File: config.mk
export PLATFORM = sky130hd
export DESIGN_NAME = preciseTrapCtl
export DESIGN_NICKNAME = d
export VERILOG_FILES = /design/src/rtl/trap_pkg.sv /design/src/rtl/trapStatusPath.sv /design/src/rtl/trapCommitCtl.sv /design/src/rtl/preciseTrapCtl.sv
export SDC_FILE = /design/constraint.sdc
export NUM_CORES = 1
export LEC_CHECK = 0
export BUFFER_PORTS_ARGS = -buffer_cell sky130_fd_sc_hd__buf_2
export CELL_PAD_IN_SITES_DETAIL_PLACEMENT = 1
export CELL_PAD_IN_SITES_GLOBAL_PLACEMENT = 1
export CORE_ASPECT_RATIO = 0.7
export CORE_MARGIN = 2
export CORE_UTILIZATION = 40
export CTS_CLUSTER_DIAMETER = 200
export CTS_CLUSTER_SIZE = 10
export DETAILED_ROUTE_END_ITERATION = 7
export PLACE_DENSITY = 0.89
export SYNTH_ARGS = -nofsm -noshare
export SYNTH_HDL_FRONTEND = slang
export SYNTH_HIERARCHICAL = 1
export SYNTH_SLANG_ARGS = --single-unit
File: constraint.sdc
create_clock -name clk -period 1.9 [get_ports clk]
set_clock_uncertainty 0.05 [all_clocks]
set_input_delay 0.095 -clock clk [delete_from_list [all_inputs] [get_ports clk]]
set_output_delay 0.095 -clock clk [all_outputs]
set_load 0.05 [all_outputs]
File: src/rtl/trap_pkg.sv
package trap_pkg;

  // Stage registers ahead of the commit point: decode, execute, memory.
  localparam int STAGES = 3;

  typedef enum logic [3:0] {
    CAUSE_NONE        = 4'd0,
    CAUSE_FETCH_PAGE  = 4'd1,
    CAUSE_FETCH_ALIGN = 4'd2,
    CAUSE_FETCH_PROT  = 4'd3,
    CAUSE_ILLEGAL     = 4'd4,
    CAUSE_ARITH       = 4'd5,
    CAUSE_DATA_PAGE   = 4'd6,
    CAUSE_DATA_ALIGN  = 4'd7,
    CAUSE_DATA_PROT   = 4'd8
  } cause_e;

  // Status vector carried with each instruction.
  typedef struct packed {
    logic       valid;
    logic [1:0] fetchCode;
    logic       illegal;
    logic       arith;
  } statusVec_t;

  // Strobes from the commit control to the status path.
  typedef struct packed {
    logic [STAGES-1:0] killMask;
    logic              takeTrap;
    logic              retire;
    cause_e            cause;
  } ctlStrobe_t;

endpackage

File: src/rtl/trapStatusPath.sv
module trapStatusPath
  import trap_pkg::*;
#(
  parameter int              PC_W     = 32,
  parameter logic [PC_W-1:0] TRAP_VEC = 32'h0000_0080
) (
  input  logic            clk,
  input  logic            rstN,
  input  logic            ifValid,
  input  logic [PC_W-1:0] ifPc,
  input  logic [1:0]      ifFault,
  input  logic            idUndef,
  input  logic            exArith,
  input  ctlStrobe_t      strobe,
  output statusVec_t      memVec,
  output logic            retireValid,
  output logic [PC_W-1:0] retirePc,
  output logic [PC_W-1:0] epcOut,
  output logic [3:0]      causeOut,
  output logic [PC_W-1:0] redirectPc
);

  localparam int LAST = STAGES - 1;

  for (genvar i = 0; i < STAGES; i++) begin : gStage
    statusVec_t      vecQ;
    statusVec_t      vecD;
    logic [PC_W-1:0] pcQ;
    logic [PC_W-1:0] pcD;

    if (i == 0) begin : gEntry
      always_comb begin
        vecD           = '0;
        vecD.valid     = ifValid;
        vecD.fetchCode = ifFault;
        pcD            = ifPc;
      end
    end else if (i == 1) begin : gDecode
      always_comb begin
        vecD         = gStage[i-1].vecQ;
        vecD.illegal = gStage[i-1].vecQ.illegal | idUndef;
        pcD          = gStage[i-1].pcQ;
      end
    end else begin : gExec
      always_comb begin
        vecD       = gStage[i-1].vecQ;
        vecD.arith = gStage[i-1].vecQ.arith | exArith;
        pcD        = gStage[i-1].pcQ;
      end
    end

    always_ff @(posedge clk) begin
      if (!rstN) begin
        vecQ <= '0;
        pcQ  <= '0;
      end else begin
        vecQ <= strobe.killMask[i] ? '0 : vecD;
        pcQ  <= pcD;
      end
    end
  end

  assign memVec = gStage[LAST].vecQ;

  logic [PC_W-1:0] epcQ;
  logic [3:0]      causeQ;

  always_ff @(posedge clk) begin
    if (!rstN) begin
      retireValid <= 1'b0;
      retirePc    <= '0;
      epcQ        <= '0;
      causeQ      <= '0;
    end else begin
      retireValid <= strobe.retire;
      retirePc    <= gStage[LAST].pcQ;
      if (strobe.takeTrap) begin
        epcQ   <= gStage[LAST].pcQ;
        causeQ <= strobe.cause;
      end
    end
  end

  assign epcOut     = epcQ;
  assign causeOut   = causeQ;
  assign redirectPc = strobe.takeTrap ? TRAP_VEC : epcQ;

endmodule

File: src/rtl/trapCommitCtl.sv
module trapCommitCtl
  import trap_pkg::*;
(
  input  statusVec_t memVec,
  input  logic [1:0] memFault,
  input  logic       squashYoung,
  input  logic       rfeReq,
  output ctlStrobe_t strobe,
  output logic       trapTaken,
  output logic       memWrOk,
  output logic       redirectValid
);

  cause_e cause;

  // Earliest stage wins inside one instruction.
  always_comb begin
    if (memVec.fetchCode != 2'd0)
      cause = cause_e'({2'b00, memVec.fetchCode});
    else if (memVec.illegal)
      cause = CAUSE_ILLEGAL;
    else if (memVec.arith)
      cause = CAUSE_ARITH;
    else if (memFault != 2'd0)
      cause = cause_e'(4'd5 + {2'b00, memFault});
    else
      cause = CAUSE_NONE;
  end

  assign trapTaken     = memVec.valid && (cause != CAUSE_NONE);
  assign memWrOk       = memVec.valid && (cause == CAUSE_NONE);
  assign redirectValid = trapTaken || rfeReq;

  always_comb begin
    strobe          = '0;
    strobe.takeTrap = trapTaken;
    strobe.retire   = memWrOk;
    strobe.cause    = cause;
    if (trapTaken)
      strobe.killMask = '1;
    else if (squashYoung)
      strobe.killMask = STAGES'(3);
  end

endmodule

File: src/rtl/preciseTrapCtl.sv
module preciseTrapCtl
  import trap_pkg::*;
#(
  parameter int              PC_W     = 32,
  parameter logic [PC_W-1:0] TRAP_VEC = 32'h0000_0080
) (
  input  logic            clk,
  input  logic            rstN,
  input  logic            ifValid,
  input  logic [PC_W-1:0] ifPc,
  input  logic [1:0]      ifFault,
  input  logic            idUndef,
  input  logic            exArith,
  input  logic [1:0]      memFault,
  input  logic            squashYoung,
  input  logic            rfeReq,
  output logic            memWrOk,
  output logic            retireValid,
  output logic [PC_W-1:0] retirePc,
  output logic            trapTaken,
  output logic            redirectValid,
  output logic [PC_W-1:0] redirectPc,
  output logic [PC_W-1:0] epcOut,
  output logic [3:0]      causeOut
);

  statusVec_t memVec;
  ctlStrobe_t strobe;

  trapStatusPath #(.PC_W(PC_W), .TRAP_VEC(TRAP_VEC)) uPath (
    .clk(clk), .rstN(rstN),
    .ifValid(ifValid), .ifPc(ifPc), .ifFault(ifFault),
    .idUndef(idUndef), .exArith(exArith),
    .strobe(strobe), .memVec(memVec),
    .retireValid(retireValid), .retirePc(retirePc),
    .epcOut(epcOut), .causeOut(causeOut), .redirectPc(redirectPc)
  );

  trapCommitCtl uCtl (
    .memVec(memVec), .memFault(memFault),
    .squashYoung(squashYoung), .rfeReq(rfeReq),
    .strobe(strobe), .trapTaken(trapTaken),
    .memWrOk(memWrOk), .redirectValid(redirectValid)
  );

endmodule

==> run metrics <==
status finished, violations left; failing checks setup timing; post-synthesis compound-gate area fraction 5.12%; worst min-delay path class primary input to register; number of global-route vias before repair 4073; total gr overflow 0; drt drc 0; main combinational cell family by area after synthesis simple AND/OR/NAND/NOR gates; Routed Antenna Nets 0; RSZ-0062 raised after global routing true; VDD IR max 670 uV; most frequent cells in the layout dfxtp_1 (174), and2_1 (172), buf_2 (112), dlygate4sd3_1 (37); Clock H-tree levels 4; register area share after synthesis 64.7%; worst setup margin -43.5 ps; # fillers 1391; CP Data Required Time 1750 ps; Tot GR Track Use 18.6%; DRT iter0 DRCs 146; clk buf depth 2; Routability Congestion 0.770; synthesized area per cell 11.5 sq um; Clock Latency Late Sink 410 ps; crit-path max FO 27; post-synthesis cell type count 25; Rel. slew slack 66.5%; Setup CP Type register to output port; worst path cell trace nor4b_4 > a21boi_4 > buf_12 > nor2b_4 > buf_8; Tmin final 1940 ps; hpwl dp 8.20 mm; CTS Buf Count 17; via count 3782; Synth Area in Adders 0.457%; XOR/XNOR Fraction of Synth Area 0%; syn nets 522; Synth Area in Simple Gates 25.5%; final setup vio count 29; clock root cell clkbuf_16; wire per inst 16.4 um; pwr dens 952 nW/um^2; Leak 3.57 nW; pin count of the biggest net entering global routing 67; Worst Setup End Kind output port; Setup TNS -665 ps; total die area 14700 sq um; via/cell ratio 4.39; most common cell after layout, fill and taps aside dfxtp_1; fmax 515 MHz; pins over their slew limit 0; Sink Count 177; slowest stage delay, CP 350 ps; r2r setup slk 120 ps; share of layout cells above drive strength 1 33.8%; Final Cycle Share 102%; Post-Route WL 14.1 mm; Crit Reg-Reg Startpoint uPath/memVec[0]$_SDFF_PP0_; core area 13300 sq um; WHS 140 ps; initial antenna violation count 0; Worst Setup Start Kind register; YS warnings 6; Crit-path slowest cell dfxtp_4; final number of hold-violating endpoints 0; Cells after Synth 477; IO Count 147; Worst Max-Slew Pin Slew 502 ps; Worst-path clk slew 70 ps; hold_sp rstN; Port-buffer cells 146; R2R depth 7; R2R Path End uPath/epcOut[20]$_SDFFE_PN0P_; Initial Util 41.3%; CP arrival 1800 ps; flops & latches, synth 177; CTS tree done; Die Span Y 102 um; Total Nets Final 708; total power 0.00759 W; Syn Std Cell Area 5480 sq um; TritonRoute pass-1 iters 4; CP endpoint redirectPc[9]; Area Growth Syn to Fin 45.6%; die width 144 um; Crit. Startpoint uPath/memVec[0]$_SDFF_PP0_; row cnt 35; multiplexer share of the synthesized area 0.914%; Max-Cap Viols 0; first-pass GRT wire length 20.7 mm
==> routing by layer <==
| layer | global-route usage, % | up-vias | share of wire [%] |
|---|---|---|---|
| met5 | 0 | - | 0 |
| met4 | 6.03 | 0 | 0.99 |
| met3 | 5.06 | 13 | 4.1 |
| met2 | 34.7 | 106 | 53 |
| met1 | 20.7 | 1816 | 42 |
| li1 | - | 1847 | - |
==> state kept, by name (all words and copies together), names as in the netlist <==
register,cells
uPath/memVec,5
uPath/retirePc,32
uPath/causeOut,4
uPath/epcOut,32
uPath/gStage.vecQ,7
uPath/gStage.pcQ,96
uPath/retireValid,1
==> cell type report <==
type | count | area (sq um) | area share, %
Multi-Input combinational cell | 267 | 2020 | 25.3
Timing Repair Buffer | 196 | 1590 | 19.9
Antenna cell | 1 | 2.50 | 0.0314
Sequential cell | 177 | 3550 | 44.5
Inverter | 4 | 15.0 | 0.188
Clock buffer | 19 | 443 | 5.55
Tap cell | 185 | 231 | 2.90
Clock inverter | 12 | 125 | 1.57
==> report_power, final <==
part	switching [W]	internal (W)	leakage, nW
Combinational	0.000196	0.000184	1.85
Clock	0.00150	0.00187	0.274
Sequential	0.0000328	0.00381	1.45
Total	0.00173	0.00587	3.57
==> cell usage after synthesis (all sizes together) <==
library cell | count | share of area (%)
a21boi | 1 | 0.14
nor2b | 37 | 4.2
a211oi | 1 | 0.14
and3b | 1 | 0.16
clkbuf | 14 | 1.1
and2b | 2 | 0.27
nor4b | 1 | 0.27
o31ai | 1 | 0.14
nor2 | 6 | 0.41
o21a | 31 | 4.2
dfxtp | 177 | 65
mux2i | 5 | 0.91
ha | 2 | 0.46
and2 | 172 | 20
and3 | 1 | 0.11
buf | 15 | 1.9
a21o | 1 | 0.14
or2 | 1 | 0.11
inv | 4 | 0.27
nor3 | 1 | 0.091
a41oi | 2 | 0.32
nor4 | 1 | 0.23
==> metrics by stage <==
step / cell area (sq um) / util (%) / std cells / setup WS, ps
3_3_place_gp: 6620 / 49.9 / 785 / 196
6_report: 7980 / 60.1 / 861 / -43.5
5_1_grt: 7970 / 60.1 / 860 / -142
2_1_floorplan: 5750 / - / 477 / -33.7
3_5_place_dp: 6620 / 49.9 / 785 / 106
4_1_cts: 7870 / 59.3 / 858 / -71.8
==> timing repair <==
item                                    CTS  global route
setup buffers                             3             2
hold buffers                             37             0
pin swaps                                 2             2
resized for setup                        74            26
endpoints found under the setup margin   32            33
endpoints found under the hold margin    37             0
cloned                                    2             1
==> how the worst min path moves through the flow <==
stage | end | slack, ps | depth (start not counted)
2_1_floorplan | uPath/gStage[0].vecQ[2]$_SDFF_PP0_ | 170 | 1
3_3_place_gp | uPath/gStage[0].vecQ[3]$_SDFF_PP0_ | 250 | 2
3_5_place_dp | uPath/gStage[0].pcQ[6]$_SDFF_PN0_ | 260 | 2
4_1_cts | uPath/epcOut[25]$_SDFFE_PN0P_ | 120 | 2
5_1_grt | uPath/epcOut[26]$_SDFFE_PN0P_ | 150 | 2
6_report | uPath/epcOut[23]$_SDFFE_PN0P_ | 140 | 2
==> critical path: cells and delay by family (launching register included) <==
family	cells	cell delay [ps]
DFF	1	350
buffers and inverters	2	370
and+or+nand+nor	2	480
AOI/OAI and AO/OA	1	160
==> logic make-up after synthesis <==
group | Yosys count
mux | 5
fa+ha+maj | 2
flops | 177
simple gates | 223
buf+inv | 33
compound gates | 37
Note: power is estimated with default switching activity, not from simulation.
